### src/rtl/card_clk_pkg.sv
package card_clk_pkg;

  localparam int CODE_W = 2;
  localparam logic [CODE_W-1:0] CODE_RESET = 2'd2;   // divide by 8
  localparam logic [CODE_W-1:0] CODE_BAD   = 2'd3;   // never legal

  localparam logic [1:0] REG_RATIO = 2'd0;
  localparam logic [1:0] REG_CTRL  = 2'd1;

  // input cycles per output period
  function automatic int ratio_of(input logic [CODE_W-1:0] code);
    return 2 << code;
  endfunction

  // input cycles per output phase
  function automatic int half_of(input logic [CODE_W-1:0] code);
    return 1 << code;
  endfunction

  // a code is legal when defined and the output stays under the limit
  function automatic logic code_allowed(input logic [CODE_W-1:0] code,
                                        input int in_khz,
                                        input int max_khz);
    if (code == CODE_BAD) return 1'b0;
    return (in_khz / ratio_of(code)) <= max_khz;
  endfunction

endpackage

### src/rtl/ccd_prog_port.sv
module ccd_prog_port
  import card_clk_pkg::*;
#(
  parameter int IN_KHZ      = 40000,
  parameter int OUT_MAX_KHZ = 20000
) (
  input  logic              clk,
  input  logic              rst,
  input  logic              prog_n,
  input  logic              sel_n,
  input  logic [1:0]        addr,
  input  logic [1:0]        wdata,
  input  logic              apply,
  output logic              wr_acc,
  output logic [CODE_W-1:0] req_code,
  output logic              req_stop,
  output logic              req_lvl,
  output logic              pend
);

  logic port_en;
  logic hit_ratio;
  logic hit_ctrl;

  assign port_en   = !prog_n && !sel_n;
  assign hit_ratio = port_en && (addr == REG_RATIO) &&
                     code_allowed(wdata, IN_KHZ, OUT_MAX_KHZ);
  assign hit_ctrl  = port_en && (addr == REG_CTRL);
  assign wr_acc    = hit_ratio || hit_ctrl;

  always_ff @(posedge clk) begin
    if (rst) begin
      req_code <= CODE_RESET;
      req_stop <= 1'b0;
      req_lvl  <= 1'b0;
    end else if (hit_ratio) begin
      req_code <= wdata;
    end else if (hit_ctrl) begin
      req_stop <= wdata[0];
      req_lvl  <= wdata[1];
    end
  end

  always_ff @(posedge clk) begin
    if (rst)         pend <= 1'b0;
    else if (wr_acc) pend <= 1'b1;
    else if (apply)  pend <= 1'b0;
  end

endmodule

### src/rtl/ccd_div_core.sv
module ccd_div_core
  import card_clk_pkg::*;
#(
  parameter int MAX_HALF = 4,
  localparam int CNT_W   = $clog2(MAX_HALF) + 1
) (
  input  logic              clk,
  input  logic              rst,
  input  logic              pend,
  input  logic              wr_acc,
  input  logic [CODE_W-1:0] req_code,
  input  logic              req_stop,
  input  logic              req_lvl,
  output logic              out_clk,
  output logic              running,
  output logic              per_end,
  output logic              apply,
  output logic [CODE_W-1:0] act_code
);

  logic [CNT_W-1:0] cnt_q;
  logic             phase_done;

  assign phase_done = int'(cnt_q) == half_of(act_code) - 1;
  // a stopped clock has no period to finish, so any cycle is a boundary
  assign per_end    = running ? (out_clk && phase_done) : 1'b1;
  // a write in the same cycle wins; its setting waits one more boundary
  assign apply      = per_end && pend && !wr_acc;

  always_ff @(posedge clk) begin
    if (rst) begin
      out_clk  <= 1'b0;
      cnt_q    <= '0;
      running  <= 1'b1;
      act_code <= CODE_RESET;
    end else if (running) begin
      if (phase_done) begin
        cnt_q <= '0;
        if (apply) begin
          act_code <= req_code;
          if (req_stop) begin
            running <= 1'b0;
            out_clk <= req_lvl;
          end else begin
            out_clk <= 1'b0;
          end
        end else begin
          out_clk <= !out_clk;
        end
      end else begin
        cnt_q <= cnt_q + 1'b1;
      end
    end else if (apply) begin
      act_code <= req_code;
      cnt_q    <= '0;
      if (req_stop) begin
        out_clk <= req_lvl;
      end else begin
        running <= 1'b1;
        out_clk <= 1'b1;
      end
    end
  end

endmodule

### src/rtl/card_clk_divider.sv
module card_clk_divider
  import card_clk_pkg::*;
#(
  parameter int IN_KHZ      = 40000,
  parameter int OUT_MAX_KHZ = 20000
) (
  input  logic       clk_in,
  input  logic       rst,
  input  logic       prog_n,
  input  logic       sel_n,
  input  logic [1:0] addr,
  input  logic [1:0] wdata,
  output logic       card_clk,
  output logic       pending
);

  localparam int MAX_HALF = half_of(CODE_RESET);

  logic              wr_acc;
  logic              apply;
  logic              per_end;
  logic              running;
  logic              req_stop;
  logic              req_lvl;
  logic [CODE_W-1:0] req_code;
  logic [CODE_W-1:0] act_code;

  ccd_prog_port #(
    .IN_KHZ      (IN_KHZ),
    .OUT_MAX_KHZ (OUT_MAX_KHZ)
  ) u_port (
    .clk      (clk_in),
    .rst      (rst),
    .prog_n   (prog_n),
    .sel_n    (sel_n),
    .addr     (addr),
    .wdata    (wdata),
    .apply    (apply),
    .wr_acc   (wr_acc),
    .req_code (req_code),
    .req_stop (req_stop),
    .req_lvl  (req_lvl),
    .pend     (pending)
  );

  ccd_div_core #(
    .MAX_HALF (MAX_HALF)
  ) u_core (
    .clk      (clk_in),
    .rst      (rst),
    .pend     (pending),
    .wr_acc   (wr_acc),
    .req_code (req_code),
    .req_stop (req_stop),
    .req_lvl  (req_lvl),
    .out_clk  (card_clk),
    .running  (running),
    .per_end  (per_end),
    .apply    (apply),
    .act_code (act_code)
  );

endmodule

### config.mk
export PLATFORM = sky130hd
export DESIGN_NAME = card_clk_divider
export DESIGN_NICKNAME = d
export VERILOG_FILES = /design/src/rtl/card_clk_pkg.sv /design/src/rtl/ccd_prog_port.sv /design/src/rtl/ccd_div_core.sv /design/src/rtl/card_clk_divider.sv
export SDC_FILE = /design/constraint.sdc
export NUM_CORES = 1
export LEC_CHECK = 0
export ABC_AREA = 1
export CORE_AREA = 8 8 45 47
export DETAILED_ROUTE_END_ITERATION = 8
export DIE_AREA = 0 0 53 55
export PLACE_DENSITY = 0.71
export SLEW_MARGIN = 20
export SYNTH_ARGS = -nofsm -noshare
export SYNTH_HDL_FRONTEND = slang
export SYNTH_SLANG_ARGS = --single-unit
### constraint.sdc
create_clock -name clk_in -period 3.05 [get_ports clk_in]
set_input_delay 0.61 -clock clk_in [delete_from_list [all_inputs] [get_ports clk_in]]
set_output_delay 0.61 -clock clk_in [all_outputs]
set_load 0.1 [all_outputs]
==> results.sh <==
export IMPL_synthCells=89
export IMPL_die_w_um=53
export IMPL_hold_viol=0
export IMPL_dr_pass1_iters=2
export IMPL_start_util_pct=44.8
export IMPL_via_per_inst=5.18
export IMPL_gr_total_overflow=0
export IMPL_clockPowerShare_pct=35.4
export IMPL_numCtsBuffers=3
export IMPL_finalCoreUtilization_pct=55.1
export IMPL_cp_data_arrival_time_ns=1.93
export IMPL_final_common_cell="nand2_1"
export IMPL_status="finished clean"
export IMPL_cts_root_buffer="clkbuf_4"
export IMPL_tritoncts="built"
export IMPL_num_antenna_cells=0
export IMPL_synth_cell_type_count=19
export IMPL_finalMaxSlewViolations=0
export IMPL_holdCritStartpoint="u_port.req_code[1]"
export IMPL_grt_setup_unrepaired="false"
export IMPL_path_max_fanout=6
export IMPL_grt_usage_pct=10.2
export IMPL_num_rows=14
export IMPL_final_cell_mix="nand2_1, inv_1, nand3_1, dfxtp_1, a21oi_1"
export IMPL_fmax_ghz=0.569
export IMPL_slew_headroom_pct=78.8
export IMPL_power_share_sequential_pct=47.0
export IMPL_ys_warn_count=0
export IMPL_antenna_left=0
export IMPL_fp_dieH_um=55
export IMPL_insertion_delay_ns=0.27
export IMPL_r2r_start="u_core.act_code[1]"
export IMPL_combPwrFrac_pct=17.6
export IMPL_startpoint_type="primary input"
export IMPL_yosysSeqAreaShare_pct=38.7
export IMPL_whs_ns=0.461
export IMPL_dieArea_um2=2920
export IMPL_cts_max_path_buffers=2
export IMPL_postCtsSetupRepairBufs=0
export IMPL_cts_num_sinks=12
export IMPL_final_layout_size_suffix_gt1_share_pct=11.8
export IMPL_setup_viol=0
export IMPL_post_route_period_util_pct=57.6
export IMPL_syn_nets=98
export IMPL_startpoint="sel_n"
export IMPL_fin_tns_setup_ns=0
export IMPL_cts_hold_buf=0
export IMPL_ctsHtreeMaxLevel=1
export IMPL_power_density_nw_per_um2=476
export IMPL_max_vdd_ir_drop_uv=289
export IMPL_routed_wl_mm=1.29
export IMPL_drt_iter0_markers=11
export IMPL_switching_power_w=0.000102
export IMPL_drv_cap=0
export IMPL_gp_congestion=0.851
export IMPL_required_ns=3.22
export IMPL_grt_pass1_wl_mm=2.26
export IMPL_port_buffer_count=9
export IMPL_min_path_type="reg2reg"
export IMPL_p_leak_nw=0.362
export IMPL_antenna_found_initial=0
export IMPL_swShare_pct=28.0
export IMPL_worst_clock_skew_ns=0.00159
export IMPL_io_pins=10
export IMPL_worst_setup_path_type="in2reg"
export IMPL_ff2ff_setup_slack_ns=1.75
export IMPL_grt_pass1_vias=571
export IMPL_finalWorstPathRequiredPeriod_ns=1.76
export IMPL_ys_seq_elements=12
export IMPL_area_growth_pct=22.8
export IMPL_syn_avg_cell_area_um2=6.97
export IMPL_hpwl_mm=1.04
export IMPL_postCtsResizedCells=0
export IMPL_endpoint_kind="flip-flop"
export IMPL_drcViolationCount=0
export IMPL_worst_slew_pin_slew_ns=0.317
export IMPL_vias=611
export IMPL_core_um2=1380
export IMPL_routedWlPerCell_um=10.9
export IMPL_p_int_w=0.000261
export IMPL_syn_cell_area_um2=621
export IMPL_clk_pin_slew_ns=0.08
export IMPL_grt_max_degree=8
export IMPL_num_nets_final=112
-- routing by layer --
layer  part of all wire, %  up-vias  global-route usage (%)
met4                   1.9        0                    5.17
met1                    48      275                    12.2
met3                   3.6        4                    3.21
met2                    47       13                    16.0
li1                      -      319                       -
met5                     0        -                       0
-- worst paths after layout --
kind,endpoint,cells after the start
hold / removal,u_core.act_code[1],2
hold reg to reg,u_core.act_code[1],2
setup reg to reg,u_core.out_clk,7
setup / recovery,u_core.out_clk,9
-- flip-flops by register name (all words and copies together), names as in the netlist --
signal / cells
u_core.act_code: 2
u_core.cnt_q: 3
u_core.out_clk: 1
u_core.running: 1
u_port.pend: 1
u_port.req_code: 2
u_port.req_lvl: 1
u_port.req_stop: 1
-- cell type report --
cell class	instances	area, um2
fillers	141	622
inverters	14	52.6
repair buffers	9	85.1
multi-input cells	63	328
well taps	16	20.0
clock buffers	4	36.3
flip-flops and latches	12	240
-- Yosys cell counts --
| cell type | number | area, um2 |
|---|---|---|
| a31oi_1 | 1 | 6.26 |
| nand4_2 | 1 | 12.5 |
| or2_4 | 1 | 8.76 |
| nand4_1 | 2 | 12.5 |
| o21ai_0 | 3 | 15.0 |
| nand2_2 | 1 | 6.26 |
| nand2_1 | 23 | 86.3 |
| a211oi_1 | 1 | 7.51 |
| nor2_2 | 1 | 6.26 |
| a21oi_1 | 9 | 45.0 |
| ha_1 | 1 | 12.5 |
| o21ai_1 | 1 | 5.00 |
| nor2_1 | 4 | 15.0 |
| inv_1 | 13 | 48.8 |
| nand3_1 | 12 | 60.1 |
| clkinv_1 | 1 | 3.75 |
| nand2_4 | 1 | 11.3 |
| nand3_4 | 1 | 17.5 |
| dfxtp_1 | 12 | 240 |
-- power by group through the flow --
stage          registers, W  clock network, W   logic, W
2_1_floorplan      0.000186                 0  0.0000311
3_3_place_gp       0.000174                 0  0.0000634
3_5_place_dp       0.000174                 0  0.0000642
4_1_cts            0.000171          0.000128  0.0000643
5_1_grt            0.000172          0.000135  0.0000709
6_report           0.000171          0.000129  0.0000639
-- per-stage QoR --
stage | std cells | worst slack (ns) | power (W) | area, um2
2_1_floorplan | 89 | 1.36 | 0.000218 | 621
3_3_place_gp | 114 | 1.06 | 0.000237 | 726
3_5_place_dp | 114 | 1.00 | 0.000238 | 726
4_1_cts | 118 | 1.29 | 0.000363 | 762
5_1_grt | 118 | 1.15 | 0.000378 | 762
6_report | 118 | 1.29 | 0.000363 | 762
-- kinds of logic after synthesis --
family	Yosys count	share of synthesized area (%)
adder cells (fa/ha/maj)	1	2.02
buffers and inverters	14	8.47
flip-flops	12	38.7
AND/OR/NAND/NOR	47	38.1
AO/OA/AOI/OAI	15	12.7
-- worst max-delay path, cell delays in order --
cell,delay [ns]
clkdlybuf4s50_1,0.41
nor2_2,0.14
nand3_1,0.18
nand3_1,0.16
nand2_1,0.12
nand2_2,0.10
inv_1,0.04
o21ai_1,0.11
a21oi_1,0.05
Power figures use the tool's default switching activity.
